[src/rtl/prf_pkg.sv]
package prf_pkg;

    // Destination of a returned physical register.
    typedef enum logic [1:0] {
        DEST_NONE = 2'd0,
        DEST_INT  = 2'd1,
        DEST_FP   = 2'd2
    } free_dest_e;

    // Decide which pool, if any, receives a freed unified index.
    function automatic free_dest_e route_free(
        input int idx,
        input int n_int,
        input int n_total,
        input int zero_idx,
        input bit skip_fp_zero
    );
        free_dest_e d;
        if (idx < n_int) begin
            d = (idx == zero_idx) ? DEST_NONE : DEST_INT;
        end else if (idx < n_total) begin
            d = (skip_fp_zero && (idx == zero_idx + n_int)) ? DEST_NONE : DEST_FP;
        end else begin
            d = DEST_NONE;
        end
        return d;
    endfunction

    // Pointer step with wrap at an arbitrary depth.
    function automatic int ring_step(input int ptr, input int depth);
        return (ptr == depth - 1) ? 0 : ptr + 1;
    endfunction

endpackage

[src/rtl/prf_free_route.sv]
module prf_free_route
    import prf_pkg::*;
#(
    parameter int NUM_INT_PHYS = 16,
    parameter int NUM_FP_PHYS  = 12,
    parameter int ZERO_IDX     = 0,
    parameter bit SKIP_FP_ZERO = 1'b1,
    localparam int TOTAL       = NUM_INT_PHYS + NUM_FP_PHYS,
    localparam int IDX_W       = $clog2(TOTAL + 1)
) (
    input  logic             free_valid,
    input  logic [IDX_W-1:0] free_idx,
    output logic             push_int,
    output logic             push_fp
);

    free_dest_e dest;

    always_comb begin
        dest     = route_free(int'(free_idx), NUM_INT_PHYS, TOTAL, ZERO_IDX, SKIP_FP_ZERO);
        push_int = free_valid && (dest == DEST_INT);
        push_fp  = free_valid && (dest == DEST_FP);
    end

endmodule

[src/rtl/prf_pool_fifo.sv]
module prf_pool_fifo
    import prf_pkg::*;
#(
    parameter int DEPTH     = 16,
    parameter int W         = 5,
    parameter int BASE      = 8,
    parameter int PRELOAD   = 8,
    localparam int PTR_W    = (DEPTH > 1) ? $clog2(DEPTH) : 1,
    localparam int CNT_W    = $clog2(DEPTH + 1)
) (
    input  logic             clk,
    input  logic             rst,
    input  logic             push,
    input  logic [W-1:0]     push_idx,
    input  logic             pop_req,
    output logic [W-1:0]     head_idx,
    output logic             pop_valid,
    output logic             pop_err,
    output logic             empty,
    output logic             full,
    output logic [CNT_W-1:0] count
);

    logic [W-1:0]     slots [DEPTH];
    logic [PTR_W-1:0] rd_ptr;
    logic [PTR_W-1:0] wr_ptr;
    logic [CNT_W-1:0] cnt;
    logic             pop_ok;
    logic             push_ok;

    always_comb begin
        empty     = (cnt == '0);
        full      = (cnt == CNT_W'(DEPTH));
        pop_ok    = pop_req && !empty;
        push_ok   = push && (!full || pop_ok);
        pop_valid = pop_ok;
        pop_err   = pop_req && empty;
        head_idx  = pop_ok ? slots[rd_ptr] : '0;
        count     = cnt;
    end

    always_ff @(posedge clk) begin
        if (rst) begin
            for (int i = 0; i < DEPTH; i++) begin
                slots[i] <= (i < PRELOAD) ? W'(BASE + i) : '0;
            end
            rd_ptr <= '0;
            wr_ptr <= PTR_W'(PRELOAD % DEPTH);
            cnt    <= CNT_W'(PRELOAD);
        end else begin
            if (push_ok) begin
                slots[wr_ptr] <= push_idx;
                wr_ptr        <= PTR_W'(ring_step(int'(wr_ptr), DEPTH));
            end
            if (pop_ok) begin
                rd_ptr <= PTR_W'(ring_step(int'(rd_ptr), DEPTH));
            end
            case ({push_ok, pop_ok})
                2'b10:   cnt <= cnt + 1'b1;
                2'b01:   cnt <= cnt - 1'b1;
                default: cnt <= cnt;
            endcase
        end
    end

endmodule

[src/rtl/phys_free_list.sv]
module phys_free_list
    import prf_pkg::*;
#(
    parameter int NUM_INT_PHYS = 16,
    parameter int NUM_FP_PHYS  = 12,
    parameter int NUM_INT_ARCH = 8,
    parameter int NUM_FP_ARCH  = 8,
    parameter int ZERO_IDX     = 0,
    parameter bit SKIP_FP_ZERO = 1'b1,
    localparam int TOTAL       = NUM_INT_PHYS + NUM_FP_PHYS,
    localparam int IDX_W       = $clog2(TOTAL + 1),
    localparam int ICNT_W      = $clog2(NUM_INT_PHYS + 1),
    localparam int FCNT_W      = $clog2(NUM_FP_PHYS + 1)
) (
    input  logic              clk,
    input  logic              rst,
    input  logic              free_valid,
    input  logic [IDX_W-1:0]  free_idx,
    input  logic              int_alloc_req,
    output logic              int_alloc_valid,
    output logic [IDX_W-1:0]  int_alloc_idx,
    output logic              int_alloc_err,
    input  logic              fp_alloc_req,
    output logic              fp_alloc_valid,
    output logic [IDX_W-1:0]  fp_alloc_idx,
    output logic              fp_alloc_err,
    output logic              int_empty,
    output logic              int_full,
    output logic [ICNT_W-1:0] int_count,
    output logic              fp_empty,
    output logic              fp_full,
    output logic [FCNT_W-1:0] fp_count
);

    localparam int INT_BASE    = NUM_INT_ARCH;
    localparam int INT_PRELOAD = NUM_INT_PHYS - NUM_INT_ARCH;
    localparam int FP_BASE     = NUM_INT_PHYS + NUM_FP_ARCH;
    localparam int FP_PRELOAD  = NUM_FP_PHYS - NUM_FP_ARCH;

    logic push_int;
    logic push_fp;

    prf_free_route #(
        .NUM_INT_PHYS (NUM_INT_PHYS),
        .NUM_FP_PHYS  (NUM_FP_PHYS),
        .ZERO_IDX     (ZERO_IDX),
        .SKIP_FP_ZERO (SKIP_FP_ZERO)
    ) u_route (
        .free_valid (free_valid),
        .free_idx   (free_idx),
        .push_int   (push_int),
        .push_fp    (push_fp)
    );

    prf_pool_fifo #(
        .DEPTH   (NUM_INT_PHYS),
        .W       (IDX_W),
        .BASE    (INT_BASE),
        .PRELOAD (INT_PRELOAD)
    ) u_int_pool (
        .clk       (clk),
        .rst       (rst),
        .push      (push_int),
        .push_idx  (free_idx),
        .pop_req   (int_alloc_req),
        .head_idx  (int_alloc_idx),
        .pop_valid (int_alloc_valid),
        .pop_err   (int_alloc_err),
        .empty     (int_empty),
        .full      (int_full),
        .count     (int_count)
    );

    prf_pool_fifo #(
        .DEPTH   (NUM_FP_PHYS),
        .W       (IDX_W),
        .BASE    (FP_BASE),
        .PRELOAD (FP_PRELOAD)
    ) u_fp_pool (
        .clk       (clk),
        .rst       (rst),
        .push      (push_fp),
        .push_idx  (free_idx),
        .pop_req   (fp_alloc_req),
        .head_idx  (fp_alloc_idx),
        .pop_valid (fp_alloc_valid),
        .pop_err   (fp_alloc_err),
        .empty     (fp_empty),
        .full      (fp_full),
        .count     (fp_count)
    );

endmodule

[config.mk]
export PLATFORM = sky130hd
export DESIGN_NAME = phys_free_list
export DESIGN_NICKNAME = d
export VERILOG_FILES = /design/src/rtl/prf_pkg.sv /design/src/rtl/prf_free_route.sv /design/src/rtl/prf_pool_fifo.sv /design/src/rtl/phys_free_list.sv
export SDC_FILE = /design/constraint.sdc
export NUM_CORES = 1
export LEC_CHECK = 0
export BUFFER_PORTS_ARGS = -buffer_cell sky130_fd_sc_hd__buf_2
export CORE_MARGIN = 2
export CORE_UTILIZATION = 55
export CTS_BUF_LIST = sky130_fd_sc_hd__clkbuf_8
export DETAILED_ROUTE_END_ITERATION = 7
export GPL_TIMING_DRIVEN = 0
export MAX_ROUTING_LAYER = met4
export PLACE_DENSITY = 0.72
export REMOVE_ABC_BUFFERS = 1
export SYNTH_ARGS = -nofsm -noshare
export SYNTH_HDL_FRONTEND = slang
export SYNTH_SLANG_ARGS = --single-unit
[constraint.sdc]
create_clock -name clk -period 3.5 [get_ports clk]
set_clock_uncertainty 0.1 [all_clocks]
set_input_delay 0.35 -clock clk [delete_from_list [all_inputs] [get_ports clk]]
set_output_delay 0.35 -clock clk [all_outputs]
set_load 0.05 [all_outputs]
==> results of run 1 <==
timing repair:
action | 4_1_cts | 5_1_grt
cloned | 0 | 1
pin swaps | 0 | 1
hold buffers | 0 | 0
gates resized for setup | 3 | 1
buffers inserted | 0 | 1
setup endpoints to repair | 3 | 1
cell type report:
type | instances | share of cell area (%)
sequential | 193 | 55.4
multi-input combinational | 431 | 34.9
tap | 216 | 2.74
clock buffer | 19 | 2.65
timing repair buffer | 37 | 1.90
clock inverter | 13 | 1.70
inverter | 19 | 0.722
path summary, 6_finish.rpt:
path,end,startpoint,slack [ps],cells past startpoint
setup / recovery,u_fp_pool.count[3],u_fp_pool.count[0],160,8
hold / removal,u_fp_pool.slots[13][4],free_idx[4],100,1
setup reg to reg,u_fp_pool.count[3],u_fp_pool.count[0],160,8
hold reg to reg,u_fp_pool.rd_ptr[1],u_fp_pool.rd_ptr[1],400,2
logic make-up (layout without fill, tap and decap cells):
logic type | Yosys count | in the layout | synth area share, %
xor+xnor | 4 | 4 | 0.386
simple gates | 269 | 269 | 16.9
flops | 193 | 193 | 60.2
fa+ha+maj | 18 | 18 | 2.65
other cells | 2 | 20 | 0.0828
compound gates | 62 | 63 | 5.10
mux | 57 | 57 | 11.8
buf+inv | 61 | 88 | 2.84
cells in the final DEF (no fill, tap or decap), drive strengths merged, types with 23 or more instances in the layout:
cell type / count
mux4: 40
nand2: 51
nor4: 34
nor3: 23
buf: 37
or2: 24
nor2: 39
and2: 50
edfxtp: 160
dfxtp: 33
through the flow:
stage	utilization (%)	setup slack [ps]	hold WS, ps
after global routing	61.7	18.8	97.5
after global placement	58.8	-488	377
after floorplan	-	-1490	319
final	61.7	155	103
after detailed placement	58.8	-658	398
after CTS	61.5	133	79.0
sequential cells by signal (all words and copies together) (netlist names), named ones only:
register and flops:
u_fp_pool.rd_ptr 4, u_int_pool.wr_ptr 4, u_int_pool.slots 80, u_fp_pool.slots 80
u_int_pool.rd_ptr 4, u_fp_pool.wr_ptr 4, u_fp_pool.count 4, u_int_pool.count 5
worst max-delay path, delay by kind of cell, from the launching register on:
family	cells	cell delay (ps)
AO/OA/AOI/OAI	3	1130
flip-flops	1	420
buffers and inverters	1	350
adder cells (fa/ha/maj)	2	630
multiplexers	2	610
routing by layer:
metal,routed length [um],GRT usage (%),part of all wire [%],vias up
li1,-,-,-,2573
met1,8730,32.7,44,2915
met2,9810,38.1,49,217
met3,1140,3.79,5.7,27
met4,295,8.36,1.5,0
met5,0,-,0,-
power groups by stage:
| stage | registers (W) | clock network (W) | logic (W) |
|---|---|---|---|
| 5_1_grt | 0.00277 | 0.00167 | 0.00101 |
| 2_1_floorplan | 0.00285 | 0 | 0.000602 |
| 3_3_place_gp | 0.00278 | 0 | 0.000897 |
| 3_5_place_dp | 0.00279 | 0 | 0.000929 |
| 4_1_cts | 0.00275 | 0.00158 | 0.000933 |
| 6_report | 0.00275 | 0.00157 | 0.000946 |
==> flow_summary_export.csv, run 1 <==
group,metric,value,unit
logic_synthesis,synth.yosys.warnings,0,
cts,cts_num_sinks,193,
power_and_ir_drop,p_leak,3.34,nW
placement,dp_hpwl,13100,um
power_and_ir_drop,comb_power_share,18.0,%
floorplan,dieArea,0.0175,mm^2
route,postRouteAntennaNets,0,
critical_path,crit_top_cell,"ha_1",
power_and_ir_drop,pwr-share-clk,29.8,%
logic_synthesis,yosysTopAreaCellShare,52.9,%
critical_path,crit_chain,"o41ai_2, inv_1, ha_1, ha_1, a21o_1, a21oi_1, mux2i_1, mux2_2",
floorplan,initial_core_util,56.7,%
cts,cts_buffer_depth,2,
layout,nFillCells,1305,
cts,htreeDepth,4,
sta,hold_viol,0,
route,viasPerCell,6.18,
layout,finalNetCount,727,
global_route,grt_overflow,0,
layout,regArea,0.00547,mm^2
critical_path,critPathKind,"reg -> reg",
placement,post_dp_cell_area,0.00941,mm^2
sta,relSlewSlack,37.0,%
power_and_ir_drop,peakVddDrop,0.390,mV
route,drtIter0Drc,715,
route,first_pass_iters,6,
logic_synthesis,yosysTopAreaCell,"edfxtp_1",
floorplan,ios,37,
logic_synthesis,ys_types,60,
power_and_ir_drop,share_seq_of_total_power,52.2,%
floorplan,core_area,0.0160,mm^2
route,drc_errors,0,
logic_synthesis,synthFlopType,"edfxtp_1",
sta,report.final.slew_viol_count,0,
layout,multiInputGateArea,0.00345,mm^2
sta,finalSetupTns,0,ps
logic_synthesis,yosysMostFrequentCell,"edfxtp_1",
logic_synthesis,avgSynthCellArea,13.6,um^2
layout,diodes,0,
power_and_ir_drop,intPower,0.00372,W
critical_path,arrival,3620,ps
layout,final_area,0.00987,mm^2
layout,area_delta_synth_final,8.78,%
cts,numCtsBuffers,17,
floorplan,die_h,132,um
route,wl_per_cell,21.5,um
global_route,antenna_found_initial,0,
power_and_ir_drop,design_power_total,0.00526,W
critical_path,critPathMaxStageDelay,760,ps
logic_synthesis,async_reset_ff_share,0,%
worst_hold_path,hp-class,"in -> reg",
floorplan,num_rows,46,
layout,final_cells,928,
flow_run,max-cap-violations,0,
logic_synthesis,yosys-top-cells-area,"edfxtp_1, mux4_2, dfxtp_1",
power_and_ir_drop,p_sw,0.00153,W
logic_synthesis,seq_area_frac_synth,60.2,%
cts,cts_tree,"done",
sta,finalSetupViolCount,0,
logic_synthesis,synth.cell_area,0.00907,mm^2
route,routed_wl,20000,um
cts,clk_latency,470,ps
run_status,status,"finished clean",
critical_path,crit_fanout,7,
critical_path,crit_required,3770,ps
critical_path,end_kind,"flop",
logic_synthesis,ys_top_cells_by_count,"edfxtp_1, nand2_1, and2_1",
placement,gp_congestion,0.780,
global_route,grt_pass1_vias,5742,
global_route,grt_max_degree,47,
layout,drive_gt1_share,21.1,%
critical_path,startpoint_type,"flop",
floorplan,dieWidth,132,um
critical_path,slowest_stage,"o41ai_2",
cts,root_buffer,"clkbuf_8",
cts,clk_pin_slew,100,ps
logic_synthesis,synth-seq-cells,193,
logic_synthesis,synth-edff-count,160,
power_and_ir_drop,swShare,29.2,%
power_and_ir_drop,power_density,533,mW/mm^2
placement,dp.cells,894,
sta,fin_crit_sh,95.6,%
sta,rsz0062_at_grt,"no",
global_route,grt_first_pass_wirelength,31300,um
placement,port_buffers,36,
sta,worst_pin_slew,944,ps
route,vias,5732,
sta,max_freq,299,MHz
sta,fin_crit,3340,ps
logic_synthesis,netlist_instances,666,
global_route,grt_usage,24.3,%
Note: power is estimated with default switching activity, not from simulation.
==> run 2, diff against run 1 <==
==> constraint.sdc (replaced) <==
create_clock -name clk -period 3.4 [get_ports clk]
set_clock_uncertainty 0.1 [all_clocks]
set_input_delay 0.34 -clock clk [delete_from_list [all_inputs] [get_ports clk]]
set_output_delay 0.34 -clock clk [all_outputs]
set_load 0.05 [all_outputs]
==> run 2 against run 1 <==
  * Sequential power grew 3%
  * Critical path type unchanged
  * Worst hold slack is essentially flat
  * Clock power grew 3%
  * Total power grew 3.0%
==> flow_summary_export.csv, run 2 (synthesized netlist as in run 1, its figures left out) <==
group,metric,value,unit
run_status,status,"finished clean",
sta,max_freq,319,MHz
sta,relSlewSlack,37.6,%
route,routed_wl,19900,um
global_route,antenna_found_initial,0,
critical_path,reg2reg_depth,8,
sta,finalSetupViolCount,0,
sta,fin_crit_sh,92.2,%
power_and_ir_drop,p_leak,3.34,nW
cts,cts_num_sinks,193,
power_and_ir_drop,peakVddDrop,0.402,mV
layout,final_core_util,61.8,%
route,wl_per_cell,21.5,um
global_route,use_met1,32.7,%
cts,clk_pin_slew,90,ps
sta,finalSetupTns,0,ps
layout,diodes,0,
floorplan,core_area,0.0160,mm^2
route,first_pass_iters,7,
layout,final_common_cell,"edfxtp_1",
floorplan,die_h,132,um
route,drc_errors,0,
floorplan,num_rows,46,
layout,final_area,0.00988,mm^2
floorplan,dieArea,0.0175,mm^2
route,vias,5715,
power_and_ir_drop,power_density,548,mW/mm^2
cts,cts_buffer_depth,2,
placement,port_buffers,36,
placement,dp_hpwl,13100,um
global_route,grt_use_met3,3.79,%
critical_path,crit_required,3660,ps
placement,post_dp_cell_area,0.00941,mm^2
sta,worst_pin_slew,935,ps
flow_run,max-cap-violations,0,
critical_path,end_kind,"flop",
sta,hold_ws,103,ps
route,postRouteAntennaNets,0,
layout,finalNetCount,727,
floorplan,initial_core_util,56.7,%
global_route,grt_pass1_vias,5742,
cts,htreeDepth,4,
critical_path,arrival,3390,ps
worst_hold_path,min_path_cells,1,
power_and_ir_drop,design_power_total,0.00541,W
layout,area_delta_synth_final,8.91,%
global_route,grt_max_degree,47,
global_route,grt_first_pass_wirelength,31300,um
critical_path,critPathKind,"reg -> reg",
placement,gp_congestion,0.780,
global_route,grt_use_met2,38.1,%
critical_path,crit_fanout,7,
sta,report.final.slew_viol_count,0,
floorplan,ios,37,
cts,root_buffer,"clkbuf_8",
global_route,busiest_layer,"met2",
sta,hold_viol,0,
sta,rsz0062_at_grt,"no",
global_route,grt_usage,24.3,%
floorplan,dieWidth,132,um
layout,drive_gt1_share,21.1,%
route,drtIter0Drc,702,
sta,fin_crit,3130,ps
route,viasPerCell,6.16,
cts,postCtsHoldBufs,0,
layout,layout_common_cells,"edfxtp_1, nand2_1, and2_1, mux4_2, nor2_1",
cts,numCtsBuffers,17,
global_route,grt_overflow,0,
critical_path,startpoint_type,"flop",
layout,nFillCells,1301,
cts,cts_tree,"done",
cts,clk_latency,460,ps
worst_hold_path,hp-class,"in -> reg",
[run 2: cell types whose count changed in the layout (fill, tap and decap cells not counted)]
cell     change
o41ai_2      -1
o41ai_4      +1
[run 2: final timing paths]
check / endpoint / slack, ps / start
max reg2reg: u_fp_pool.count[3] / 270 / u_fp_pool.count[0]
min: u_fp_pool.slots[13][4] / 100 / free_idx[4]
min reg2reg: u_fp_pool.rd_ptr[1] / 400 / u_fp_pool.rd_ptr[1]
max: u_fp_pool.count[3] / 270 / u_fp_pool.count[0]
[run 2: per-layer routing]
| metal | up-vias | wire (um) |
|---|---|---|
| met5 | - | 0 |
| met1 | 2899 | 8660 |
| met3 | 22 | 1150 |
| li1 | 2572 | - |
| met2 | 222 | 9780 |
| met4 | 0 | 315 |
[run 2: power breakdown]
group	total (W)	internal [W]	leakage, nW	switching, W
registers	0.00283	0.00266	1.79	0.000170
clock network	0.00161	0.000828	0.225	0.000779
logic	0.000975	0.000345	1.33	0.000630
[run 2: final cells by class]
class,count,area (um^2),area share (%)
tap,216,270,2.73
inverter,19,71.3,0.722
sequential,193,5470,55.3
timing repair buffer,37,188,1.90
clock inverter,13,168,1.70
clock buffer,19,262,2.65
multi-input combinational,431,3460,35.0
[run 2: metrics by stage]
stage                     setup slack, ps  cells
final                                 267    928
after global routing                  159    928
after CTS                            33.2    926
after detailed placement             -748    894
after global placement               -578    894
after floorplan                     -1590    642
[run 2: timing repair]
action / in CTS / in global routing
endpoints found under the setup margin: 7 / 1
resized for setup: 3 / 2
gates cloned: 0 / 1
setup buffers: 0 / 1
pin swaps: 0 / 1
[run 2: worst max-delay path, cell delays in order, from the launching register on]
cell     delay [ps]
dfxtp_1         430
o41ai_4         610
inv_1           300
ha_1            310
ha_1            290
a21o_1          180
a21oi_1         190
mux2i_1         250
mux2_2          360
==> run 3, diff against run 2 <==
--- a/config.mk
+++ b/config.mk
@@ -5,14 +5,14 @@
 export SDC_FILE = /design/constraint.sdc
 export NUM_CORES = 1
 export LEC_CHECK = 0
-export BUFFER_PORTS_ARGS = -buffer_cell sky130_fd_sc_hd__buf_2
 export CORE_MARGIN = 2
 export CORE_UTILIZATION = 55
 export CTS_BUF_LIST = sky130_fd_sc_hd__clkbuf_8
 export DETAILED_ROUTE_END_ITERATION = 7
+export DONT_BUFFER_PORTS = 1
 export GPL_TIMING_DRIVEN = 0
 export MAX_ROUTING_LAYER = met4
-export PLACE_DENSITY = 0.72
+export PLACE_DENSITY = 0.7
 export REMOVE_ABC_BUFFERS = 1
 export SYNTH_ARGS = -nofsm -noshare
 export SYNTH_HDL_FRONTEND = slang
==> run 3 against run 2 <==
  * Sequential share of layout area down 0.13 points
  * First-iteration DRC count down 17%
  * Sequential power up 5%
  * Via count decreased by 3.7%
  * Total power up 1.6%
  * Core utilization is 0.32 points higher
  * Register-to-register slack got worse by 30 ps
  * Clock-buffer cell count increased by 2
  * Die area is the same
  * Global-route usage fell by 0.42 points
==> flow_summary_export.csv, run 3 (synthesized netlist as in run 1, its figures left out) <==
group,metric,value,unit
sta,worst_pin_slew,1030,ps
critical_path,reg2reg_depth,10,
floorplan,core_area,0.0160,mm^2
cts,htreeDepth,4,
layout,final_common_cell,"edfxtp_1",
route,routed_wl,19300,um
cts,cts_num_sinks,193,
floorplan,die_h,132,um
critical_path,crit_fanout,10,
critical_path,critPathKind,"reg -> out",
run_status,status,"finished clean",
route,viasPerCell,6.09,
worst_hold_path,hp-class,"in -> reg",
cts,cts_tree,"done",
power_and_ir_drop,power_density,554,mW/mm^2
worst_hold_path,min_from,"int_alloc_req",
critical_path,r2r-end,"u_fp_pool.count[3]",
cts,cts_buffer_depth,2,
floorplan,ios,37,
global_route,grt_pass1_vias,5546,
placement,dp_hpwl,12500,um
floorplan,dieArea,0.0175,mm^2
route,vias,5503,
route,wl_per_cell,21.4,um
floorplan,initial_core_util,56.7,%
placement,gp_congestion,0.787,
cts,clk_latency,470,ps
layout,area_delta_synth_final,9.47,%
flow_run,max-cap-violations,0,
sta,finalSetupViolCount,0,
cts,clk_pin_slew,90,ps
layout,layout_common_cells,"edfxtp_1, nand2_1, and2_1, mux4_2, nor2_1",
global_route,grt_usage,23.8,%
sta,rsz0062_at_grt,"no",
sta,hold_viol,0,
sta,report.final.slew_viol_count,0,
global_route,grt_max_degree,30,
floorplan,dieWidth,132,um
sta,fin_crit,3280,ps
floorplan,num_rows,46,
power_and_ir_drop,peakVddDrop,0.431,mV
sta,max_freq,305,MHz
worst_hold_path,min_path_cells,3,
layout,nFillCells,1251,
global_route,antenna_found_initial,0,
layout,final_area,0.00993,mm^2
placement,port_buffers,0,
sta,relSlewSlack,30.8,%
route,drtIter0Drc,582,
global_route,grt_overflow,0,
layout,drive_gt1_share,19.6,%
critical_path,end_kind,"output port",
sta,fin_crit_sh,96.5,%
layout,final_core_util,62.1,%
cts,numCtsBuffers,17,
power_and_ir_drop,p_leak,3.27,nW
critical_path,arrival,2840,ps
critical_path,startpoint_type,"flop",
layout,final_cells,904,
critical_path,r2r-start,"u_fp_pool.count[2]",
worst_hold_path,holdPathEnd,"u_int_pool.count[4]",
route,first_pass_iters,7,
route,drc_errors,0,
layout,diodes,0,
route,postRouteAntennaNets,0,
layout,finalNetCount,703,
critical_path,crit_required,2960,ps
placement,dp.cells,862,
critical_path,reg2reg_slack,240,ps
cts,root_buffer,"clkbuf_8",
global_route,grt_first_pass_wirelength,30600,um
placement,post_dp_cell_area,0.00927,mm^2
## run 3: final cells by class
| type | instances | area (um^2) | share of cell area [%] |
|---|---|---|---|
| Timing Repair Buffer | 13 | 110 | 1.11 |
| Inverter | 19 | 72.6 | 0.730 |
| Sequential cell | 193 | 5480 | 55.2 |
| Multi-Input combinational cell | 431 | 3530 | 35.5 |
| Tap cell | 216 | 270 | 2.72 |
| Clock buffer | 21 | 289 | 2.91 |
| Clock inverter | 11 | 181 | 1.83 |
## run 3: worst max path at each step
stage	start	to	slack [ps]	cells after the start
floorplan	u_fp_pool.count[2]	u_fp_pool.count[3]	-1590	8
global placement	u_fp_pool.count[2]	u_fp_pool.count[3]	-2090	8
detailed placement	u_fp_pool.count[2]	u_fp_pool.count[3]	-810	10
CTS	u_fp_pool.count[2]	u_fp_pool.count[3]	30	10
global route	u_int_pool.count[0]	int_alloc_idx[0]	20	5
finish	u_int_pool.count[0]	int_alloc_idx[0]	120	5
## run 3: timing repair
item                                    CTS  global route
hold buffers                              8             0
endpoints found under the setup margin  101             2
pin swaps                                 1             1
endpoints found under the hold margin   102             0
gates cloned                              1             0
buffers inserted                          0             1
gates resized for setup                  23             2
## run 3: power by group
| group | switching (W) | leakage (nW) | internal (W) |
|---|---|---|---|
| Sequential | 0.000286 | 1.79 | 0.00267 |
| Combinational | 0.000490 | 1.23 | 0.000325 |
| Clock | 0.000777 | 0.250 | 0.000949 |
| Total | 0.00155 | 3.27 | 0.00395 |
## run 3: metrics by stage
stage	setup slack (ps)	total power (W)	hold WS (ps)	TNS, ps
floorplan	-1590	0.00356	309	-96690
global placement	-2090	0.00369	319	-167930
detailed placement	-810	0.00375	322	-10680
CTS	26.6	0.00551	10.1	0
global route	15.4	0.00571	18.9	0
finish	118	0.00550	23.5	0
## run 3: routing by layer
| metal | global-route usage [%] | share of wire (%) | vias up |
|---|---|---|---|
| li1 | - | - | 2520 |
| met1 | 31.3 | 44 | 2769 |
| met2 | 37.0 | 48 | 183 |
| met3 | 6.63 | 6.6 | 31 |
| met4 | 6.45 | 1.5 | 0 |
| met5 | - | 0 | - |
## run 3: critical path, stage by stage, from the launching register on
cell and delay, ps:
dfxtp_1 750, or4_4 310, o21ai_4 90, clkinv_2 320, o21ai_0 170, nor3_2 710
